### src/rtl/mwb_pkg.sv
package mwb_pkg;

  localparam int OPC_W      = 2;
  localparam int SRC_W      = 2;
  localparam int STAT_KINDS = 4;

  typedef enum logic [OPC_W-1:0] {
    OPC_STEP   = 2'b00,
    OPC_BRANCH = 2'b01
  } opc_e;

  typedef enum logic [SRC_W-1:0] {
    SRC_CREG = 2'd0,
    SRC_CIN  = 2'd1,
    SRC_STAT = 2'd2,
    SRC_ZERO = 2'd3
  } src_e;

  // status kind order inside one unit's group
  typedef enum logic [1:0] {
    STAT_CARRY = 2'd0,
    STAT_OVF   = 2'd1,
    STAT_NEG   = 2'd2,
    STAT_ZERO  = 2'd3
  } stat_kind_e;

  function automatic int max3(input int a, input int b, input int c);
    int m;
    m = (a > b) ? a : b;
    return (m > c) ? m : c;
  endfunction

endpackage

### src/rtl/mwb_flag_pick.sv
module mwb_flag_pick
  import mwb_pkg::*;
#(
  parameter int N_CREG = 4,
  parameter int N_CIN  = 4,
  parameter int N_ADD  = 2,
  parameter int BIT_W  = 2,
  parameter int UNIT_W = 1,
  localparam int SEL_W = SRC_W + BIT_W + UNIT_W
) (
  input  logic [SEL_W-1:0]            sel_i,
  input  logic [N_CREG-1:0]           ctrl_reg_i,
  input  logic [N_CIN-1:0]            ctrl_in_i,
  input  logic [STAT_KINDS*N_ADD-1:0] status_i,
  output logic                        flag_o
);

  logic [SRC_W-1:0]      src;
  logic [BIT_W-1:0]      bsel;
  logic [UNIT_W-1:0]     usel;
  logic                  creg_bit, cin_bit, stat_bit;
  logic [STAT_KINDS-1:0] unit_grp;

  assign src  = sel_i[SRC_W-1:0];
  assign bsel = sel_i[SRC_W +: BIT_W];
  assign usel = sel_i[SRC_W+BIT_W +: UNIT_W];

  always_comb begin
    creg_bit = 1'b0;
    for (int i = 0; i < N_CREG; i++)
      if (bsel == BIT_W'(i)) creg_bit = ctrl_reg_i[i];
  end

  always_comb begin
    cin_bit = 1'b0;
    for (int i = 0; i < N_CIN; i++)
      if (bsel == BIT_W'(i)) cin_bit = ctrl_in_i[i];
  end

  // first level: unit; second level: kind
  always_comb begin
    unit_grp = '0;
    for (int u = 0; u < N_ADD; u++)
      if (usel == UNIT_W'(u)) unit_grp = status_i[STAT_KINDS*u +: STAT_KINDS];
  end

  always_comb begin
    stat_bit = 1'b0;
    for (int k = 0; k < STAT_KINDS; k++)
      if (bsel[1:0] == 2'(k)) stat_bit = unit_grp[k];
  end

  always_comb begin
    unique case (src)
      SRC_CREG: flag_o = creg_bit;
      SRC_CIN:  flag_o = cin_bit;
      SRC_STAT: flag_o = stat_bit;
      default:  flag_o = 1'b0;
    endcase
  end

endmodule

### src/rtl/mwb_target_pick.sv
module mwb_target_pick #(
  parameter int N_FLAGS = 2,
  parameter int PC_W    = 6,
  localparam int N_TGT  = 1 << N_FLAGS
) (
  input  logic [N_TGT*PC_W-1:0] tgts_i,
  input  logic [N_FLAGS-1:0]    idx_i,
  output logic [PC_W-1:0]       tgt_o
);

  always_comb begin
    tgt_o = '0;
    for (int t = 0; t < N_TGT; t++)
      if (idx_i == N_FLAGS'(t)) tgt_o = tgts_i[t*PC_W +: PC_W];
  end

endmodule

### src/rtl/mwb_pc_next.sv
module mwb_pc_next
  import mwb_pkg::*;
#(
  parameter int IMEM_DEPTH = 48,
  parameter int N_FLAGS    = 2,
  parameter int PC_W       = 6
) (
  input  logic [OPC_W-1:0]   opc_i,
  input  logic [PC_W-1:0]    pc_i,
  input  logic [PC_W-1:0]    tgt_i,
  input  logic [N_FLAGS-1:0] idx_i,
  output logic [PC_W-1:0]    pc_nxt_o,
  output logic [N_FLAGS-1:0] idx_nxt_o
);

  localparam logic [PC_W-1:0] PC_LAST = PC_W'(IMEM_DEPTH - 1);

  logic [PC_W-1:0] pc_inc;

  assign pc_inc = (pc_i == PC_LAST) ? '0 : pc_i + PC_W'(1);

  // unknown opcodes fall back to step
  always_comb begin
    if (opc_i == OPC_BRANCH) begin
      pc_nxt_o  = tgt_i;
      idx_nxt_o = idx_i;
    end else begin
      pc_nxt_o  = pc_inc;
      idx_nxt_o = '0;
    end
  end

endmodule

### src/rtl/mwb_sequencer.sv
module mwb_sequencer
  import mwb_pkg::*;
#(
  parameter int IMEM_DEPTH = 48,
  parameter int N_FLAGS    = 2,
  parameter int N_CREG     = 4,
  parameter int N_CIN      = 4,
  parameter int N_ADD      = 2,
  localparam int PC_W      = (IMEM_DEPTH > 1) ? $clog2(IMEM_DEPTH) : 1,
  localparam int BIT_W     = $clog2(max3(N_CREG, N_CIN, STAT_KINDS)),
  localparam int UNIT_W    = (N_ADD > 1) ? $clog2(N_ADD) : 1,
  localparam int SEL_W     = SRC_W + BIT_W + UNIT_W,
  localparam int N_TGT     = 1 << N_FLAGS,
  localparam int TGT_OFF   = OPC_W + N_FLAGS * SEL_W,
  localparam int INSTR_W   = TGT_OFF + N_TGT * PC_W
) (
  input  logic                        clk_i,
  input  logic                        rst_ni,
  input  logic [INSTR_W-1:0]          instr_i,
  input  logic [N_CREG-1:0]           ctrl_reg_i,
  input  logic [N_CIN-1:0]            ctrl_in_i,
  input  logic [STAT_KINDS*N_ADD-1:0] status_i,
  output logic [PC_W-1:0]             pc_o,
  output logic [N_FLAGS-1:0]          idx_o
);

  logic [N_FLAGS-1:0] idx;
  logic [PC_W-1:0]    tgt;
  logic [PC_W-1:0]    pc_nxt, pc_q;
  logic [N_FLAGS-1:0] idx_nxt, idx_q;

  for (genvar k = 0; k < N_FLAGS; k++) begin : g_flag
    mwb_flag_pick #(
      .N_CREG(N_CREG), .N_CIN(N_CIN), .N_ADD(N_ADD),
      .BIT_W(BIT_W), .UNIT_W(UNIT_W)
    ) u_pick (
      .sel_i      (instr_i[OPC_W + k*SEL_W +: SEL_W]),
      .ctrl_reg_i (ctrl_reg_i),
      .ctrl_in_i  (ctrl_in_i),
      .status_i   (status_i),
      .flag_o     (idx[k])
    );
  end

  mwb_target_pick #(.N_FLAGS(N_FLAGS), .PC_W(PC_W)) u_tgt (
    .tgts_i (instr_i[TGT_OFF +: N_TGT*PC_W]),
    .idx_i  (idx),
    .tgt_o  (tgt)
  );

  mwb_pc_next #(.IMEM_DEPTH(IMEM_DEPTH), .N_FLAGS(N_FLAGS), .PC_W(PC_W)) u_next (
    .opc_i     (instr_i[OPC_W-1:0]),
    .pc_i      (pc_q),
    .tgt_i     (tgt),
    .idx_i     (idx),
    .pc_nxt_o  (pc_nxt),
    .idx_nxt_o (idx_nxt)
  );

  always_ff @(posedge clk_i or negedge rst_ni) begin
    if (!rst_ni) begin
      pc_q  <= '0;
      idx_q <= '0;
    end else begin
      pc_q  <= pc_nxt;
      idx_q <= idx_nxt;
    end
  end

  assign pc_o  = pc_q;
  assign idx_o = idx_q;

endmodule

### config.mk
export PLATFORM = sky130hd
export DESIGN_NAME = mwb_sequencer
export DESIGN_NICKNAME = d
export VERILOG_FILES = /design/src/rtl/mwb_pkg.sv /design/src/rtl/mwb_flag_pick.sv /design/src/rtl/mwb_target_pick.sv /design/src/rtl/mwb_pc_next.sv /design/src/rtl/mwb_sequencer.sv
export SDC_FILE = /design/constraint.sdc
export NUM_CORES = 1
export LEC_CHECK = 0
export BUFFER_PORTS_ARGS = -buffer_cell sky130_fd_sc_hd__buf_2
export CAP_MARGIN = 10
export CORE_UTILIZATION = 47
export CTS_BUF_LIST = sky130_fd_sc_hd__clkbuf_4
export CTS_CLUSTER_SIZE = 8
export DETAILED_ROUTE_END_ITERATION = 6
export GPL_TIMING_DRIVEN = 0
export PLACE_DENSITY = 0.87
export RECOVER_POWER = 25
export SKIP_LAST_GASP = 1
export SYNTH_ARGS = -nofsm -noshare
export SYNTH_HDL_FRONTEND = slang
export SYNTH_SLANG_ARGS = --single-unit
### constraint.sdc
create_clock -name clk_i -period 3.7 [get_ports clk_i]
set_input_delay 0.37 -clock clk_i [delete_from_list [all_inputs] [get_ports clk_i]]
set_output_delay 0.37 -clock clk_i [all_outputs]
set_load 0.03 [all_outputs]
# [Word level (Yosys, flattened, before mapping)]
# Cells that the tools add are included.
# Widths: inputs -> output; s select.
[totals] reg_bits=8 inputBits=54
[classes] addsub=1 n_eq_ne=15 mux=35 reduce_logical=5
[op_table] cell="$mux 6" n=6
[op_table] cell="$mux 1" n=24
[op_table] cell="$eq 2x2->1 const B" n=8
[op_table] cell="$eq 2x1->1 const B" n=6
[op_table] cell="$logic_not 2->1" n=5
[op_table] cell="$mux 4" n=2
[op_table] cell="$add 6x1->6 const B" n=1
[op_table] cell="$eq 6x6->1 const B" n=1
[op_table] cell="$pmux 1 s3" n=2
[op_table] cell="$mux 2" n=1

# [Longest topological paths before layout]
[depth] depth_word=12 mapped_depth=8 mapped_depth_nobuf=7

# [Cells and area by module]
# A second synthesis with hierarchy kept.
[hier_totals] hier_cells=89 hier_area_um2=932.1
[by_module_without_submodules] module="mwb_flag_pick" n_inst=2 cells_each=24 area_per_inst_um2=190.2 seq_area_each_um2=0.0
[by_module_without_submodules] module="mwb_pc_next" n_inst=1 cells_each=26 area_per_inst_um2=205.2 seq_area_each_um2=0.0
[by_module_without_submodules] module="mwb_sequencer" n_inst=1 cells_each=8 area_per_inst_um2=200.2 seq_area_each_um2=200.2
[by_module_without_submodules] module="mwb_target_pick" n_inst=1 cells_each=7 area_per_inst_um2=146.4 seq_area_each_um2=0.0

# [Least setup slack after synthesis]
# OpenSTA, ideal clock, no wires.
[synth_path] kind="input to register" startpoint="input port instr_i[4]" endpoint="register pc_q[1] (netlist: pc_o[1])" arrival_ns=1.965 required_time_ns=3.566 slack_ns=1.601 cell_stages=8 path_cell_list="clkbuf_1 -> mux4_1 -> a221o_1 -> o311ai_1 -> buf_6 -> inv_2 -> a2111oi_2 -> a211oi_1"
[synth_between] elab_chain_cells=12 word_cells_on_any_way=26 classes_between="eq/ne: 6; mux: 18; reduce/logical: 2"
[synth_rtl] element="from (decl)" line_no="mwb_sequencer.sv:19" source="input logic [INSTR_W-1:0] instr_i,"
[synth_rtl] element="$logic_not 2->1" line_no="mwb_flag_pick.sv:31, mwb_flag_pick.sv:37, mwb_flag_pick.sv:50"
[synth_rtl] element="$mux 1 (on tied branches) (4 in a row)" line_no="mwb_flag_pick.sv:50, mwb_flag_pick.sv:31, mwb_flag_pick.sv:37"
[synth_rtl] element="$pmux 1 s3 *" line_no="mwb_flag_pick.sv:54" source="unique case (src)"
[synth_rtl] element="$logic_not 2->1" line_no="mwb_target_pick.sv:14" source="if (idx_i == N_FLAGS'(t)) tgt_o = tgts_i[t*PC_W +: PC_W];"
[synth_rtl] element="$mux 6 (3 in a row)" line_no="mwb_target_pick.sv:14"
[synth_rtl] element="$mux 6 *" line_no="mwb_target_pick.sv:14"
[synth_rtl] element="$mux 6 *" line_no="mwb_pc_next.sv:24" source="if (opc_i == OPC_BRANCH) begin"
[synth_rtl] element="named net pc_nxt[1]" line_no="mwb_sequencer.sv:29" source="logic [PC_W-1:0] pc_nxt, pc_q;"
[synth_rtl] element="to (signal assigned)" line_no="mwb_sequencer.sv:65" source="pc_q <= pc_nxt;"
[synth_rtl] element="to (decl)" line_no="mwb_sequencer.sv:29"
# Mark *: on every way through the listed nets, which the timed path passes. The rest lies on a longest branch.

# [Worst setup path in the final report]
[layout_path] startpoint="input port instr_i[6]" endpoint="register pc_q[1] (netlist: pc_o[1])"
[layout_between] elab_chain_cells=12 word_cells_on_any_way=15 classes_between="eq/ne: 3; mux: 11; reduce/logical: 1"
[layout_rtl] element="$mux 4 *" line_no="mwb_flag_pick.sv:44" source="if (usel == UNIT_W'(u)) unit_grp = status_i[STAT_KINDS*u +: STAT_KINDS];"
[layout_rtl] element="$mux 1 (3 in a row)" line_no="mwb_flag_pick.sv:50" source="if (bsel[1:0] == 2'(k)) stat_bit = unit_grp[k];"
[layout_rtl] element="$mux 1 *" line_no="mwb_flag_pick.sv:50"
[layout_rtl] element="$pmux 1 s3 *" line_no="mwb_flag_pick.sv:54"
[layout_rtl] element="$logic_not 2->1" line_no="mwb_target_pick.sv:14"
[layout_rtl] element="$mux 6 (3 in a row)" line_no="mwb_target_pick.sv:14"
[layout_rtl] element="$mux 6 *" line_no="mwb_target_pick.sv:14"
[layout_rtl] element="$mux 6 *" line_no="mwb_pc_next.sv:24"
[layout_rtl] element="named net pc_nxt[1]" line_no="mwb_sequencer.sv:29"
# Marks and branches as above.

==> metrics.csv <==
metric,value,unit
status,finished clean,
gp_congestion,0.834,
cts_inserted_buffers,3,
h-tree-depth,1,
die_area,2300,um^2
synth-seq-cells,8,
final_common_cell,buf_2,
synth_top_flop_cell,dfrtp_1,
drt_iter0_markers,16,
port_buffers,59,
grt.overflow.total,0,
design_area,1360,um^2
avgSynthCellArea,8.65,um^2
die_x,48.0,um
syn-num-nets,170,
grt_pass1_vias,1148,
setup_tns,0,ps
drt_pass1_iterations,4,
rsz0062_at_grt,false,
setup_violations,0,
clk_pin_slew_worst_paths,50,ps
grt_max_degree,11,
fin_crit_sh,0.575,
peakVddDrop,322,uV
synth_area,995,um^2
viasPerCell,5.85,
finClkSkew,0.336,ps
slew_viol_final,0,
layout-drive-gt1-share,0.399,
cts-resized-gates,0,
ys.warnings.count,0,
required,3830,ps
initial_core_util,0.502,
p_per_area,415,nW/um^2
antenna_found_initial,0,
chipHeight,48.0,um
fmax,0.470,GHz
finalNonFillerCells,205,
wl_per_cell,14.3,um
place_area,1320,um^2
cp-end-kind,register,
critPathLaunchType,input port,
coreArea,1980,um^2
drc,0,
syn2layout_area_growth,36.2,%
insertion_delay,260,ps
synth_edf_count,0,
maxCapViolCount,0,
antennaDiodeCount,0,
final_cell_mix,"buf_2, mux2i_1, nor2_1, dfrtp_1",
slew_headroom,0.574,
vias,1199,
grt_pass1_wl,4510,um
rows,16,
hpwlAfterDp,2320,um
p_leak,0.662,nW
arrival,2260,ps
grt_usage,0.283,
cts_tree,yes,
seq_area_frac_synth,0.201,
hold_viol,0,
worstSetupPathType,in2reg,
async_flop_share,1.00,
synthCells,115,
cts_max_path_buffers,2,
wirelength,2930,um
power,0.000562,W
tightest_slew,633,ps
num-nets-final,235,
clockRootBuffer,clkbuf_4,
hp-class,in2reg,
ant_nets,0,
dp.cells,201,
critPathMaxFanout,10,
ys_types,43,
io-pin-count,62,
clkSinkCount,8,
period_minus_slack,2130,ps
-- Yosys cell counts, drive strengths merged, types with 4 or more instances --
master	n	area share
nor2b	6	0.038
o21ai	4	0.020
nand2	7	0.026
mux2i	10	0.10
inv	8	0.030
a21oi	4	0.020
o2111ai	4	0.035
a211oi	6	0.045
dfrtp	8	0.20
o221ai	4	0.035
nand3	4	0.020
nor2	8	0.030
-- flip-flops by register name, indices dropped and copies added, names as in the netlist --
name and flops:
idx_o 2, pc_o 6
-- area by class of cell --
type                       count  area (um^2)
multi-input combinational     95          742
fill                         174          627
timing repair buffer          60          304
sequential                     8          200
tap                           27         33.8
inverter                       8         30.0
clock buffer                   3         22.5
buffer                         4         22.5
-- report_power, final --
group | switching (W) | total [W] | internal, W
clock | 0.0000318 | 0.0000690 | 0.0000373
sequential | 0.0000430 | 0.000164 | 0.000121
combinational | 0.000188 | 0.000328 | 0.000140
total | 0.000263 | 0.000562 | 0.000299
-- per-layer routing --
| layer | GRT usage | vias up | wire, um |
|---|---|---|---|
| met5 | 0 | - | 0 |
| met4 | 0.106 | 0 | 48 |
| met3 | 0.0679 | 6 | 134 |
| met2 | 0.516 | 50 | 1560 |
| met1 | 0.314 | 554 | 1190 |
| li1 | - | 589 | - |
-- worst max-delay path, cell delays in order --
cell and delay (ps):
buf_2 100, mux4_1 580, a221o_1 350, o311ai_1 120, buf_6 220, inv_2 60, a2111oi_2 380, a211oi_1 80
-- worst paths after layout --
kind | cells after the start | slack (ps) | startpoint | to
min in group asynchronous | 2 | 550 | rst_ni | pc_o[2]
hold reg to reg | 2 | 690 | pc_o[0] | pc_o[0]
max in group asynchronous | 2 | 2860 | rst_ni | idx_o[0]
setup / recovery | 8 | 1570 | instr_i[6] | pc_o[1]
setup reg to reg | 7 | 2050 | pc_o[0] | pc_o[0]
hold / removal | 3 | 380 | instr_i[12] | pc_o[0]
-- kinds of logic after synthesis --
family	Yosys count	synth area share
simple gates	41	0.223
mux	16	0.214
flops	8	0.201
buf+inv	12	0.0528
compound gates	34	0.270
xor+xnor	3	0.0264
fa+ha+maj	1	0.0126
-- metrics by stage --
step                hold WS (ps)  setup WS (ps)   util
floorplan                   74.4           1600      -
global placement             219           1390  0.668
detailed placement           220           1350  0.668
CTS                          377           1560  0.684
global route                 430           1470  0.684
finish                       382           1570  0.684
-- what timing repair did --
| action | 4_1_cts | 5_1_grt |
|---|---|---|
| hold endpoints to repair | 8 | 0 |
| hold buffers | 1 | 0 |
| buffers inserted | 0 | 0 |
No activity file was read; power rests on OpenSTA's default activity.
